**src/rtl/lcd_timing_gen.sv**
```systemverilog
module lcd_timing_gen #(
  parameter int AW = 8,
  parameter int DW = 32,
  parameter int CW = 12
) (
  input  logic          clk,
  input  logic          rst_n,
  input  logic          pix_en,
  input  logic          reg_wr,
  input  logic [AW-1:0] reg_addr,
  input  logic [DW-1:0] reg_wdata,
  output logic [DW-1:0] reg_rdata,
  output logic          pclk_o,
  output logic          lsync_o,
  output logic          fsync_o,
  output logic          de_o,
  output logic [CW-1:0] pix_x,
  output logic [CW-1:0] pix_y,
  output logic          irq_o
);
  localparam logic [AW-1:0] A_SIZE = AW'(8'h04);
  localparam logic [AW-1:0] A_PANL = AW'(8'h18);
  localparam logic [AW-1:0] A_HOR  = AW'(8'h1C);
  localparam logic [AW-1:0] A_VER  = AW'(8'h20);
  localparam logic [AW-1:0] A_IEN  = AW'(8'h3C);
  localparam logic [AW-1:0] A_STAT = AW'(8'h40);
  localparam logic [DW-1:0] SIZE_RST = DW'(32'h0040_0040);

  logic [DW-1:0] size_q, pcfg_q, hcfg_q, vcfg_q, ien_q;
  logic          eof_q;
  logic [5:0]    div_cnt;
  logic [CW-1:0] h_cnt, v_cnt;

  logic [CW-1:0] h_act, h_fpe, h_sye, h_tot;
  logic [CW-1:0] v_act, v_fpe, v_sye, v_tot;
  assign h_act = CW'({size_q[25:20], 4'b0000});
  assign h_fpe = h_act + CW'(hcfg_q[15:8]) + CW'(1);
  assign h_sye = h_fpe + CW'(hcfg_q[31:26]) + CW'(1);
  assign h_tot = h_sye + CW'(hcfg_q[7:0]) + CW'(3);
  assign v_act = CW'(size_q[9:0]);
  assign v_fpe = v_act + CW'(vcfg_q[15:8]);
  assign v_sye = v_fpe + CW'(vcfg_q[31:26]);
  assign v_tot = v_sye + CW'(vcfg_q[7:0]);

  logic [6:0] div_n;
  logic       tick, h_last, v_last, eof_set, clr_req;
  assign div_n   = {1'b0, pcfg_q[5:0]} + 7'd1;
  assign tick    = pix_en && (div_cnt == pcfg_q[5:0]);
  assign h_last  = (h_cnt == h_tot - CW'(1));
  assign v_last  = (v_cnt == v_tot - CW'(1));
  assign eof_set = tick && h_last && (v_cnt == v_act - CW'(1));
  assign clr_req = reg_wr && (reg_addr == A_STAT) && reg_wdata[1];

  always_ff @(posedge clk or negedge rst_n) begin
    if (!rst_n) begin
      size_q <= SIZE_RST;
      pcfg_q <= '0;
      hcfg_q <= '0;
      vcfg_q <= '0;
      ien_q  <= '0;
      eof_q  <= 1'b0;
    end else begin
      if (reg_wr) begin
        case (reg_addr)
          A_SIZE:  size_q <= reg_wdata;
          A_PANL:  pcfg_q <= reg_wdata;
          A_HOR:   hcfg_q <= reg_wdata;
          A_VER:   vcfg_q <= reg_wdata;
          A_IEN:   ien_q  <= reg_wdata;
          default: ;
        endcase
      end
      if (eof_set)      eof_q <= 1'b1;
      else if (clr_req) eof_q <= 1'b0;
    end
  end

  always_ff @(posedge clk or negedge rst_n) begin
    if (!rst_n) begin
      div_cnt <= '0;
      h_cnt   <= '0;
      v_cnt   <= '0;
    end else if (!pix_en) begin
      div_cnt <= '0;
      h_cnt   <= '0;
      v_cnt   <= '0;
    end else if (tick) begin
      div_cnt <= '0;
      if (h_last) begin
        h_cnt <= '0;
        v_cnt <= v_last ? '0 : v_cnt + CW'(1);
      end else begin
        h_cnt <= h_cnt + CW'(1);
      end
    end else begin
      div_cnt <= div_cnt + 6'd1;
    end
  end

  always_comb begin
    case (reg_addr)
      A_SIZE:  reg_rdata = size_q;
      A_PANL:  reg_rdata = pcfg_q;
      A_HOR:   reg_rdata = hcfg_q;
      A_VER:   reg_rdata = vcfg_q;
      A_IEN:   reg_rdata = ien_q;
      A_STAT:  reg_rdata = DW'({eof_q, 1'b0});
      default: reg_rdata = '0;
    endcase
  end

  logic de_raw, ls_raw, fs_raw, pc_raw;
  assign de_raw = pix_en && (h_cnt < h_act) && (v_cnt < v_act);
  assign ls_raw = pix_en && (h_cnt >= h_fpe) && (h_cnt < h_sye);
  assign fs_raw = pix_en && (v_cnt >= v_fpe) && (v_cnt < v_sye);
  assign pc_raw = pix_en && (div_cnt >= div_n[6:1]);

  assign de_o    = de_raw ^ pcfg_q[20];
  assign pclk_o  = pc_raw ^ pcfg_q[21];
  assign lsync_o = ls_raw ^ pcfg_q[22];
  assign fsync_o = fs_raw ^ pcfg_q[23];
  assign pix_x   = de_raw ? h_cnt : '0;
  assign pix_y   = de_raw ? v_cnt : '0;
  assign irq_o   = eof_q && ien_q[1];
endmodule

```
**config.mk**
```make
export PLATFORM = sky130hd
export DESIGN_NAME = lcd_timing_gen
export DESIGN_NICKNAME = d
export VERILOG_FILES = /design/src/rtl/lcd_timing_gen.sv
export SDC_FILE = /design/constraint.sdc
export NUM_CORES = 1
export LEC_CHECK = 0
export BUFFER_PORTS_ARGS = -buffer_cell sky130_fd_sc_hd__buf_2
export CAP_MARGIN = 10
export CORE_ASPECT_RATIO = 0.75
export CORE_MARGIN = 4
export CORE_UTILIZATION = 50
export DETAILED_ROUTE_END_ITERATION = 6
export PLACE_DENSITY = 0.72
export SYNTH_ARGS = -nofsm -noshare
export SYNTH_HDL_FRONTEND = slang
export SYNTH_SLANG_ARGS = --single-unit
```
**constraint.sdc**
```tcl
create_clock -name clk -period 4.95 [get_ports clk]
set_input_delay 0 -clock clk [delete_from_list [all_inputs] [get_ports clk]]
set_output_delay 0 -clock clk [all_outputs]
set_load 0.02 [all_outputs]
```
# == Word level (Yosys, flattened, before mapping) ==
# Cells that the tools add are included.
# classes
add_sub_neg,16
n_lt_le_gt_ge,7
eq_ne,12
n_mux,14
bitwise,4
reduce_logical,20
# op_table
operator,count
one-hot mux 32 bit (6 select lines),1
two-way mux 12 bit,9
adder 12 x 1 -> 12 bit (second input constant),3
equality test 12 bit,3
adder 12 x 8 -> 12 bit,2
< comparator 12 x 10 -> 1 bit,2
< comparator 12 bit,2
subtractor 12 x 1 -> 12 bit (second input constant),2
adder 10 x 8 -> 11 bit,2
equality test 8 x 5 -> 1 bit (second input constant),2
equality test 8 x 6 -> 1 bit (second input constant),2
logical AND 1 bit,13
adder 11 x 1 -> 12 bit (second input constant),1
adder 11 x 6 -> 12 bit,1
adder 12 x 2 -> 12 bit (second input constant),1
adder 12 x 6 -> 12 bit,1
>= comparator 12 x 11 -> 1 bit,1
>= comparator 12 bit,1
two-way mux 6 bit,2
AND reduction 2 bit,6
subtractor 10 x 1 -> 11 bit (second input constant),1
equality test 8 x 3 -> 1 bit (second input constant),1
equality test 8 x 7 -> 1 bit (second input constant),1
adder 6 x 1 -> 7 bit (second input constant),1
7 further kinds,12
# totals
reg_bits,191
input_bits,44
out_inout_bits,61
elab_cells,82

# == Logic depth before layout (Yosys ltp) ==
# Gate-level depths: netlist of the first run.
# logic_depth
ltp_word,11
ltp_mapped,25
depth_no_buf,24

# == Worst setup path after synthesis of the first run ==
# No wires, ideal clock.
# synth_timing
path_kind,register -> register
from,register size_q[0]
to,register v_cnt[4]
setup_ns,0.135
t_arrival_ns,5.193
required_time_ns,4.815
setup_slack_ns,-0.378
path_stages_with_launch,25
n_path_buf,1
period_less_slack_ns,5.328
cell_sequence,dfrtp_1 -> ha_1 -> inv_1 -> fa_1 -> nor2b_4 -> o21a_1 -> nor2_1 -> xnor2_1 -> ha_1 -> o21ai_0 -> o21bai_1 -> a21oi_1 -> xor3_1 -> or2_2 -> ha_1 -> or2_2 -> a21o_1 -> o21ai_0 -> xnor2_1 -> xnor2_1 -> xnor2_1 -> or4b_1 -> buf_6 -> o21ai_4 -> o221ai_2
# synth_via
elab_chain_cells,9
# synth_rtl
item,line,source
start: declaration,29,"logic [DW-1:0] size_q, pcfg_q, hcfg_q, vcfg_q, ien_q;"
start signal: assignment,65,A_SIZE: size_q <= reg_wdata;
adder 10 x 8 -> 11 bit,41,assign v_fpe = v_act + CW'(vcfg_q[15:8]);
adder 11 x 6 -> 12 bit,42,assign v_sye = v_fpe + CW'(vcfg_q[31:26]);
adder 12 x 8 -> 12 bit,43,assign v_tot = v_sye + CW'(vcfg_q[7:0]);
subtractor 12 x 1 -> 12 bit,50,assign v_last = (v_cnt == v_tot - CW'(1));
equality test 12 bit,50,
two-way mux 12 bit,91,v_cnt <= v_last ? '0 : v_cnt + CW'(1);
two-way mux 12 bit,89,if (h_last) begin
two-way mux 12 bit,87,end else if (tick) begin
two-way mux 12 bit,83,end else if (!pix_en) begin
end signal: assignment,91,
end: declaration,32,"logic [CW-1:0] h_cnt, v_cnt;"
# Every way passes these cells. The select of a mux whose other input is x is not followed.
# A chain may end at the register's enable or synchronous reset.

# == Worst setup path in the final report of the first run ==
# layout_timing
from,register vcfg_q[8]
to,register v_cnt[3]
# layout_via
elab_chain_cells,9
# layout_rtl
item,line,source
start: declaration,29,
start signal: assignment,68,A_VER: vcfg_q <= reg_wdata;
adder 10 x 8 -> 11 bit,41,
adder 11 x 6 -> 12 bit,42,
adder 12 x 8 -> 12 bit,43,
subtractor 12 x 1 -> 12 bit,50,
equality test 12 bit,50,
two-way mux 12 bit,91,
two-way mux 12 bit,89,
two-way mux 12 bit,87,
two-way mux 12 bit,83,
# Every way passes these cells. The select of a mux whose other input is x is not followed.

==> results of run 1 <==
[layout by cell type, fill, tap and decap left out, drive strengths merged, types with 31 or more instances in the layout]
cell type	count
inv	94
dlygate4sd3	38
buf	165
a22oi	36
ha	119
nor2	58
a222oi	31
nand2	64
xnor2	69
mux2	160
nand3	31
xor2	36
o21ai	44
dfrtp	189
[flip-flops by register name (all words and copies together) (netlist names)]
name	count
vcfg_q	32
eof_q	1
hcfg_q	32
h_cnt	12
div_cnt	6
ien_q	32
pcfg_q	32
size_q	32
v_cnt	12
[timing repair]
item,CTS,global route
buffers inserted,13,3
cloned,1,0
hold buffers,38,0
endpoints found under the hold margin,351,0
setup endpoints to repair,21,25
gates resized for setup,15,21
pin swaps,23,33
[logic make-up (layout without fill, tap and decap cells)]
| family | count (synthesis) | count (layout) |
|---|---|---|
| adders and majority gates | 124 | 124 |
| and+or+nand+nor | 272 | 272 |
| AOI/OAI and AO/OA | 251 | 251 |
| xor gates and xnor gates | 106 | 106 |
| buffers and inverters | 144 | 324 |
| muxes | 165 | 165 |
| other | 2 | 6 |
| DFF | 191 | 191 |
[stage by stage]
step | total power (W) | hold slack (ns)
floorplan | 0.00249 | -0.296
CTS | 0.00429 | 0.360
global route | 0.00454 | 0.382
detailed placement | 0.00281 | 0.297
global placement | 0.00278 | 0.291
finish | 0.00433 | 0.332
[final cells by class]
type / instances / area [µm²] / area share (%)
Tap cell: 344 / 430 / 2.77
Sequential cell: 191 / 4780 / 30.8
Clock inverter: 14 / 171 / 1.10
Clock buffer: 18 / 439 / 2.82
Multi-Input combinational cell: 924 / 7960 / 51.2
Inverter: 88 / 330 / 2.12
Timing Repair Buffer: 204 / 1430 / 9.22
[routing by layer]
metal	track usage [%]	up-vias	routed length (µm)
li1	-	4931	-
met1	36.7	5393	16900
met2	38.3	409	16600
met3	5.07	49	2680
met4	6.91	2	787
met5	0	-	8
[tightest hold or removal path, cell delays in order]
cell and delay, ns:
dlygate4sd3_1 0.54, clkbuf_8 0.13, buf_12 0.69
[how the worst min path moves through the flow]
stage                                        end  depth (start not counted)           from
after floorplan             div_cnt[0]$_DFF_PN0_                          0          rst_n
after global placement     ien_q[24]$_DFFE_PN0P_                          2  reg_wdata[24]
after detailed placement  pcfg_q[18]$_DFFE_PN0P_                          2          rst_n
after CTS                 hcfg_q[18]$_DFFE_PN0P_                          3  reg_wdata[18]
after global routing       ien_q[24]$_DFFE_PN0P_                          3  reg_wdata[24]
final                     vcfg_q[18]$_DFFE_PN0P_                          3          rst_n
[power by group through the flow]
stage	Sequential (W)	Clock (W)	Combinational (W)
2_1_floorplan	0.00172	0	0.000770
3_3_place_gp	0.00176	0	0.00102
3_5_place_dp	0.00176	0	0.00105
4_1_cts	0.00173	0.00144	0.00111
5_1_grt	0.00174	0.00151	0.00128
6_report	0.00173	0.00143	0.00116
==> impl_results.md, run 1 <==
* Critical path launch point: vcfg_q[8]$_DFFE_PN0P_
* Sum of buffers and inverters on the critical path at 3
* Setup TNS at -1.30 ns
* First-pass GRT wire length at a little under 60000 µm
* Register area share after synthesis at a little over a third
* Cells on worst reg2reg path at 24
* Vias in the first global route at 10700
* Ys flop type: dfrtp_1
* Unrepaired setup endpoints after global routing: yes
* Crit-path leading delay family: adder cells
* Distinct cell type count after synthesis at between 80 and 90
* Via count at 10800
* Worst Max-Slew Pin Slew at 1.02 ns
* CP Cell Sequence: ha_2 -> inv_2 -> fa_2 -> nor2b_4 -> o21a_1 -> nor2_2 -> xnor2_2 -> ha_1 -> o21ai_1 -> o21bai_1 -> a21oi_2 -> xor3_1 -> buf_6 -> xnor2_2 -> ha_4 -> or3_4 -> o21ai_4 -> xnor2_2 -> xnor2_1 -> xnor2_1 -> or4b_4 -> buf_6 -> o21ai_4 -> o221ai_2
* Rel. slew slack at between 30% and 40%
* Worst VDD drop at between 0.0003 and 0.0004 V
* Largest family of logic cells by synthesized area: compound AO/OA/AOI/OAI gates
* IO Port Bufs at 100
* Seq pwr share at 40.1%
* Fin nets at about 1600
* Psw at ~0.0014 W
* Critical path endpoint: v_cnt[3]$_DFFE_PN0P_
* Status: finished, violations left
* Crit-path max cell delay at about 0.50 ns
* Post-Layout Cell Count at 1783
* Pre-antenna DRT Iters at 7
* DPL Wire Length at 26200 µm
* Initial drt markers at a little over 1000
* Design Area, Final at between 0.015 and 0.02 mm²
* Row count at 51
* CP Class: flop to flop
* Simple-Gate Fraction of Synth Area at approximately 11%
* DR WL/cell at between 20 and 25 µm
* Worst path depth at 24
* Vias per cell at ~6.0
* Crit Path Max Fanout at 6
* Async SR Flop Fraction at 100%
* Final hold viol count at 0
* Critical Path Start Type: flop
* # clock sinks at 191
* Clock power frac at between 30% and 40%
* Final setup vio count at 12
* Combinational group share of total power at 26.8%
* Synthesized instance count at 1255
* Cell Area, Synth at around 0.013 mm²
* I/O Pins at 105
* Syn_area_per_cell at 10.5 µm²
* Slew Limit Fails at 0
* FILL cells at approximately 2100
* Hold Crit Class: input pin to async pin
* Yosys warning count at 0
* Max-Cap Viols at 0
* Starting Density at roughly half
* Inserted Clock Buffers at 17
* Most common cell in the netlist: dfrtp_1
* Placed Cells at around 1700
* Arrival time worst endpoint at around 5.4 ns
* Clock Tree Root: clkbuf_16
* Seq cells post-synth at 191
* Pin count of the biggest net entering global routing at between 150 and 200
* Internal at between 0.002 and 0.003 W
* Initial antenna violation count at 1
* Setup crit end kind: flop
* Period minus WS final at 5.10 ns
* Synth top area share at 35.9%
* DR DRC count at 9
* CTS Buffer Depth at 2
* Slowest cell on the critical path: or4b_4
* Final worst slack at -0.147 ns
* RePlAce Congestion at between 0.9 and 1
* Clock skew at roughly 0.016 ns
* Core Footprint at about 0.026 mm²
* PwrDens at about 280 mW/mm²
* Post-DP Area at about 0.014 mm²
* Worst-Skew Late Latency at 0.45 ns
* Largest area contributor in the netlist: dfrtp_1
* # diodes at 0
* GR Util All Layers at between 20% and 30%
* WL final at approximately 37000 µm
* Worst EP required at around 5.3 ns
* Post-synthesis compound-gate area fraction at 14.4%
* Fin crit share at 103%
* H-Tree Depth at 4
* Reg clk slew, reported paths at 0.08 ns
* Fmax at between 0.15 and 0.2 GHz
* RR Startpoint: vcfg_q[8]$_DFFE_PN0P_
* RR Endpoint: v_cnt[3]$_DFFE_PN0P_
* Mux cell area share after synthesis at ~14%
* Leakage at 7.76 nW
* Share of cells above drive strength 1 at 29.9%
* Post-synth EDFFs at 0
* Flop-to-flop setup slack at -0.15 ns
* Die area at 0.0290 mm²
* Chip width at ~200 µm
* GRT Residual Overflow at 0
* CTS tree: built
* Most used cell, CP: xnor2_2
* Adder-cell share of the synthesized area at roughly an eighth
* ANT nets after route at 0
* Synth-to-Final Area Change at 18.2%
* Synth top area cells: dfrtp_1 (36%), mux2_2 (14%), ha_1 (11%)
* Dpl ws at -0.209 ns
* Die Y at ~150 µm
* Failing checks: DRC, setup timing
* Sw Share at 32.3%
* Post-synth top cells: dfrtp_1 (189), mux2_2 (160), ha_1 (119), inv_1 (87), xnor2_1 (66)
* Post-synthesis xor/xnor area fraction at around 7.3%
* Final core occ at about three fifths
Note: power is estimated with default switching activity, not from simulation.
==> run 2: changes to the inputs <==
--- a/config.mk
+++ b/config.mk
@@ -5,7 +5,7 @@
 export SDC_FILE = /design/constraint.sdc
 export NUM_CORES = 1
 export LEC_CHECK = 0
-export BUFFER_PORTS_ARGS = -buffer_cell sky130_fd_sc_hd__buf_2
+export BUFFER_PORTS_ARGS = -buffer_cell sky130_fd_sc_hd__buf_4
 export CAP_MARGIN = 10
 export CORE_ASPECT_RATIO = 0.75
 export CORE_MARGIN = 4
==> impl_results.md, run 2 (synthesized netlist as in run 1, its figures left out) <==
* Worst path depth at 23 (-4.2%)
* Cells on worst reg2reg path at 23 (-4.2%)
* Combinational group share of total power at 28.1% (+1.3 points)
* Die Y at 148 µm (unchanged)
* FILL cells at 2131 (-0.33%)
* RR Endpoint: v_cnt[6]$_DFFE_PN0P_
* Slew Limit Fails at 0 (unchanged)
* Synth-to-Final Area Change at 20.2%
* Worst Max-Slew Pin Slew at 0.918 ns (-0.0984 ns)
* Failing checks: DRC, setup timing
* Initial drt markers at 950 (-8.1%)
* Final worst slack at -0.0739 ns (+0.0726 ns)
* DPL Wire Length at 26100 µm (-0.22%)
* First-pass GRT wire length at 57900 µm (-0.18%)
* Period minus WS final at 5.02 ns (-0.0726 ns)
* Psw at 0.00139 W (-0.21%)
* Hold Crit Class: input pin to async pin
* Slowest cell on the critical path: fa_2
* Status: finished, violations left
* Chip width at 195 µm (unchanged)
* CTS Buffer Depth at 2 (unchanged)
* RR Startpoint: vcfg_q[8]$_DFFE_PN0P_
* Most used cell, CP: buf_4
* Clock Tree Root: clkbuf_16
* Placed Cells at 1696 (unchanged)
* CTS tree: built
* DR WL/cell at 20.6 µm (-0.76%)
* Initial antenna violation count at 1 (unchanged)
* Core Footprint at 0.0259 mm² (unchanged)
* Fin nets at 1595 (+0.063%)
* GR Util All Layers at 25.2% (+0.044 points)
* Fin crit share at 101% (-1.5 points)
* Worst EP required at 5.27 ns (about the same)
* Die area at 0.0290 mm² (unchanged)
* H-Tree Depth at 4 (unchanged)
* Setup crit end kind: flop
* Leakage at 7.77 nW (+0.12%)
* Commonest non-fill, non-tap cell in the layout: dfrtp_1
* Most frequent cells in the layout: dfrtp_1 (189), buf_4 (161), mux2_2 (160)
* Crit-path max cell delay at 0.55 ns (+0.05 ns)
* Pin count of the biggest net entering global routing at 93 (-52%)
* Share of cells above drive strength 1 at 30.5% (+0.63 points)
* Critical Path Start Type: flop
* # clock sinks at 191 (unchanged)
* Clock power frac at 31.9% (-1.1 points)
* Clock skew at 0.00991 ns (-0.00587 ns)
* Unrepaired setup endpoints after global routing: yes
* Critical path endpoint: v_cnt[6]$_DFFE_PN0P_
* Pre-antenna DRT Iters at 7 (unchanged)
* Final setup vio count at 8 (-4)
* Crit-path leading delay family: adder cells
* Seq pwr share at 40.0% (about the same)
* IO Port Bufs at 100 (unchanged)
* Arrival time worst endpoint at 5.34 ns (-0.09 ns)
* PwrDens at 274 mW/mm² (-1.4%)
* Inserted Clock Buffers at 17 (unchanged)
* Via count at 10600 (-1.7%)
* CP Class: flop to flop
* I/O Pins at 105 (unchanged)
* ANT nets after route at 0 (unchanged)
* Reg clk slew, reported paths at 0.08 ns (about the same)
* Worst VDD drop at 0.000261 V (-13%)
* Dpl ws at -0.198 ns (+0.0109 ns)
* Post-Layout Cell Count at 1784 (+0.056%)
* GRT Residual Overflow at 0 (unchanged)
* Fmax at 0.199 GHz (+1.4%)
* Critical path launch point: vcfg_q[8]$_DFFE_PN0P_
* Setup TNS at -0.349 ns (+0.947 ns)
* Sum of buffers and inverters on the critical path at 7 (+4)
* DR DRC count at 3 (-6)
* WL final at 36700 µm (-0.71%)
* Vias in the first global route at 10400 (-2.8%)
* Vias per cell at 5.94 (-1.8%)
* Final hold viol count at 0 (unchanged)
* Power Total at 0.00434 W (+0.26%)
* RePlAce Congestion at 0.927 (-0.28%)
* Final core occ at 61.0% (+1.0 points)
* Starting Density at 50.8% (unchanged)
* CP Cell Sequence: ha_2 -> inv_2 -> fa_2 -> inv_2 -> fa_2 -> buf_4 -> a21o_1 -> a21oi_2 -> xor2_1 -> ha_1 -> inv_1 -> ha_1 -> a211oi_2 -> nor2_2 -> buf_4 -> buf_4 -> nor2_2 -> xnor2_1 -> nand3_1 -> or4b_4 -> buf_6 -> o21ai_4 -> o221ai_2
* Max-Cap Viols at 0 (unchanged)
* Rel. slew slack at 38.3% (+6.1 points)
* Row count at 51 (unchanged)
* Crit Path Max Fanout at 6 (unchanged)
* Worst-Skew Late Latency at 0.44 ns (about the same)
* Sw Share at 32.2% (-0.15 points)
* Flop-to-flop setup slack at -0.07 ns (+0.07 ns)
* Internal at 0.00294 W (+0.48%)
-- run 2: cell types whose count changed in the layout (fill, tap and decap cells not counted), sizes merged --
cell / previous run / this run
clkinv: 7 / 4
buf: 165 / 166
clkbuf: 19 / 18
clkinvlp: 0 / 2
diode: 0 / 1
inv: 94 / 95
-- run 2: repair_timing --
item	in CTS	in global routing
gates resized for setup	20	27
endpoints found under the hold margin	251	0
setup buffers	9	8
hold buffers	38	0
pin swaps	27	37
cloned	1	0
setup endpoints to repair	12	26
-- run 2: worst min path at each step --
stage	from	to	cells after the start
final	rst_n	vcfg_q[17]$_DFFE_PN0P_	2
after floorplan	rst_n	div_cnt[0]$_DFF_PN0_	0
after detailed placement	rst_n	vcfg_q[18]$_DFFE_PN0P_	1
after CTS	rst_n	vcfg_q[18]$_DFFE_PN0P_	2
after global placement	rst_n	vcfg_q[19]$_DFFE_PN0P_	1
after global routing	rst_n	ien_q[18]$_DFFE_PN0P_	2
-- run 2: cell type report --
class | instances | area [µm²] | area share [%]
repair buffers | 205 | 1670 | 10.6
clock inverters | 14 | 149 | 0.942
multi-input cells | 924 | 8020 | 50.7
clock buffers | 17 | 425 | 2.69
flip-flops and latches | 191 | 4780 | 30.2
inverters | 88 | 330 | 2.09
well taps | 344 | 430 | 2.72
diodes | 1 | 2.50 | 0.0158
-- run 2: power groups by stage --
stage / logic (W) / clock network, W / registers (W)
final: 0.00122 / 0.00138 / 0.00173
after global routing: 0.00134 / 0.00147 / 0.00174
after CTS: 0.00116 / 0.00141 / 0.00173
after detailed placement: 0.00107 / 0 / 0.00176
after global placement: 0.00104 / 0 / 0.00176
after floorplan: 0.000770 / 0 / 0.00172
-- run 2: through the flow --
step / hold WS (ns) / area, µm²
after floorplan: -0.296 / 13200
after global placement: 0.117 / 14500
after detailed placement: 0.123 / 14500
after CTS: 0.207 / 15600
after global routing: 0.239 / 15800
final: 0.176 / 15800
-- run 2: worst register-to-register path: cells and delay by family, from the launching register on --
kind,cells,cell delay (ns)
compound gates,5,0.99
xor+xnor,2,0.33
fa+ha+maj,5,1.68
buf+inv,7,0.74
flops,1,0.36
simple gates,4,0.82
-- run 2: per-layer routing --
layer	GRT usage [%]	part of all wire (%)	wire length, µm	up-vias
li1	-	-	-	4934
met1	37.4	46	17000	5263
met2	38.2	45	16400	360
met3	5.30	7.5	2750	42
met4	5.44	1.5	546	2
met5	0	0.022	8	-
==> run 3: changes to the inputs <==
--- a/config.mk
+++ b/config.mk
@@ -5,6 +5,7 @@
 export SDC_FILE = /design/constraint.sdc
 export NUM_CORES = 1
 export LEC_CHECK = 0
+export ABC_AREA = 1
 export BUFFER_PORTS_ARGS = -buffer_cell sky130_fd_sc_hd__buf_4
 export CAP_MARGIN = 10
 export CORE_ASPECT_RATIO = 0.75
==> impl_results.md, run 3 <==
* Most used cell, CP: nand2_1
* Vias in the first global route at 11900 (+14%)
* Final hold viol count at 0 (unchanged)
* Max-Cap Viols at 0 (unchanged)
* Power Total at 0.00441 W (+1.7%)
* Die area at 0.0297 mm² (+2.3%)
* Rel. slew slack at 22.3% (-16 points)
* ANT nets after route at 0 (unchanged)
* Inserted Clock Buffers at 17 (unchanged)
* CTS tree: built
* Ys flop type: dfrtp_1
* Post-DP Area at 0.0146 mm² (+0.59%)
* Synth top area cells: dfrtp_1 (35%), nand2_1 (13%), ha_1 (11%)
* Slew Limit Fails at 0 (unchanged)
* GR Util All Layers at 27.3% (+2.1 points)
* Reg clk slew, reported paths at 0.08 ns (about the same)
* RePlAce Congestion at 0.942 (+1.6%)
* FILL cells at 2304 (+8.1%)
* Status: complete, no violations
* Initial drt markers at 1228 (+29%)
* DR DRC count at 0 (-3)
* Largest area contributor in the netlist: dfrtp_1
* I/O Pins at 105 (unchanged)
* Most common cell in the netlist: nand2_1
* Starting Density at 51.4% (+0.61 points)
* Syn_area_per_cell at 7.50 µm² (-28%)
* Core Footprint at 0.0262 mm² (+1.2%)
* Synth top area share at 35.1% (-0.86 points)
* Cell Area, Synth at 0.0135 mm² (+2.4%)
* Row count at 51 (unchanged)
* Leakage at 7.98 nW (+2.8%)
* Fmax at 0.208 GHz (+4.6%)
* Cells on worst reg2reg path at 32 (+39%)
* Placed Cells at 2206 (+30%)
* Vias per cell at 5.57 (-6.3%)
* Share of cells above drive strength 1 at 15.2% (-15 points)
* Die Y at 150 µm (+1.2%)
* Seq cells post-synth at 191 (unchanged)
* Chip width at 198 µm (+1.2%)
* Distinct cell type count after synthesis at 52 (-40%)
* Clock Tree Root: clkbuf_16
* DR WL/cell at 17.9 µm (-13%)
* Design Area, Final at 0.0160 mm² (+1.2%)
* First-pass GRT wire length at 64100 µm (+11%)
* Clock skew at 0.0129 ns (+0.00303 ns)
* WL final at 40800 µm (+11%)
* Final setup vio count at 0 (-8)
* # diodes at 0 (-1)
* Worst Max-Slew Pin Slew at 1.16 ns (+0.243 ns)
* Commonest non-fill, non-tap cell in the layout: nand2_1
* CTS Buffer Depth at 2 (unchanged)
* Fin nets at 2094 (+31%)
* Dpl ws at 0.0987 ns (+0.296 ns)
* Period minus WS final at 4.80 ns (-0.222 ns)
* Arrival time worst endpoint at 5.15 ns (-0.19 ns)
* Hold path cells at 5
* Most frequent cells in the layout: nand2_1 (458), inv_1 (217), dfrtp_1 (187)
* Crit Path Max Fanout at 6 (unchanged)
* Worst VDD drop at 0.000268 V (+2.7%)
* Via count at 12700 (+20%)
* Critical Path Start Type: flop
* DPL Wire Length at 29400 µm (+13%)
* Post-synth EDFFs at 0 (unchanged)
* Pin count of the biggest net entering global routing at 191 (+110%)
* Final worst slack at 0.148 ns (+0.222 ns)
* Fin crit share at 97.0% (-4.5 points)
* Worst-Skew Late Latency at 0.46 ns (+0.02 ns)
* Slowest cell on the critical path: dfrtp_1
* IO Port Bufs at 100 (unchanged)
* Hold Slack at 0.0279 ns (-0.148 ns)
* Initial antenna violation count at 0 (-1)
* Pre-antenna DRT Iters at 5 (-2)
* GRT Residual Overflow at 0 (unchanged)
* Async SR Flop Fraction at 100% (unchanged)
* CP Class: flop to flop
* H-Tree Depth at 4 (unchanged)
* Post-Layout Cell Count at 2283 (+28%)
* # clock sinks at 191 (unchanged)
* Synthesized instance count at 1797 (+43%)
* Synth-to-Final Area Change at 18.7%
* Worst EP required at 5.29 ns (+0.02 ns)
* Post-synth top cells: nand2_1 (470), inv_1 (221), dfrtp_1 (189), o21ai_0 (181), ha_1 (119)
* Setup crit end kind: flop
* Yosys warning count at 0 (unchanged)
* Register area share after synthesis at 35.5% (-0.87 points)
* Hold Crit Class: input pin to flop
* Crit-path max cell delay at 0.40 ns (-0.15 ns)
* PwrDens at 276 mW/mm² (+0.50%)
## run 3: cell type report
class	instances	area (µm²)	share of cell area, %
well taps	344	430	2.69
repair buffers	166	1370	8.56
multi-input cells	1321	7910	49.4
flip-flops and latches	191	4780	29.9
inverters	229	865	5.41
clock inverters	15	213	1.33
clock buffers	17	425	2.66
## run 3: routing by layer
metal,up-vias,part of all wire [%],track usage (%)
li1,6120,-,-
met1,5982,46,41.3
met2,548,43,40.0
met3,63,8.7,4.99
met4,0,2.4,7.60
met5,-,0,0
## run 3: kinds of logic (layout without fill, tap and decap cells)
logic type      count (synthesis)  after routing  share of synthesized area [%]
simple gates                  787            788                           25.4
compound gates                333            333                           14.3
buf+inv                       290            427                           8.47
flops                         191            191                           35.5
fa+ha+maj                     124            124                           11.8
xor+xnor                       70             70                           4.55
other cells                     2              6                         0.0557
## run 3: worst paths after layout
path	from	endpoint	slack, ns
min in group asynchronous	rst_n	div_cnt[5]$_DFF_PN0_	0.27
worst max register to register	size_q[0]$_DFFE_PN0P_	v_cnt[1]$_DFFE_PN0P_	0.15
max in group asynchronous	rst_n	hcfg_q[8]$_DFFE_PN0P_	3.81
worst min-delay path	reg_addr[7]	ien_q[4]$_DFFE_PN0P_	0.03
worst min register to register	size_q[13]$_DFFE_PN0P_	size_q[13]$_DFFE_PN0P_	0.49
worst max-delay path	size_q[0]$_DFFE_PN0P_	v_cnt[1]$_DFFE_PN0P_	0.15
## run 3: where the power goes
part / switching [W] / leakage (nW) / internal [W]
registers: 0.0000874 / 2.63 / 0.00164
logic: 0.000719 / 5.05 / 0.000464
clock network: 0.000719 / 0.307 / 0.000782
total: 0.00153 / 7.98 / 0.00288
## run 3: per-stage QoR
| step | utilization [%] | setup TNS, ns |
|---|---|---|
| 2_1_floorplan | - | 0 |
| 3_3_place_gp | 55.7 | 0 |
| 3_5_place_dp | 55.7 | 0 |
| 4_1_cts | 59.5 | 0 |
| 5_1_grt | 61.0 | -0.915 |
| 6_report | 61.0 | 0 |
## run 3: critical path, delay by kind of cell, from the launching register on
kind | cells | cell delay, ns
AOI/OAI and AO/OA | 2 | 0.26
xor gates and xnor gates | 2 | 0.31
buffers and inverters | 6 | 0.62
adders and majority gates | 4 | 1.10
and+or+nand+nor | 18 | 2.01
DFF | 1 | 0.40
## run 3: what timing repair did
item	in CTS	in global routing
gates resized for setup	0	71
setup endpoints to repair	0	25
endpoints found under the hold margin	354	0
hold buffers	37	0
setup buffers	0	6
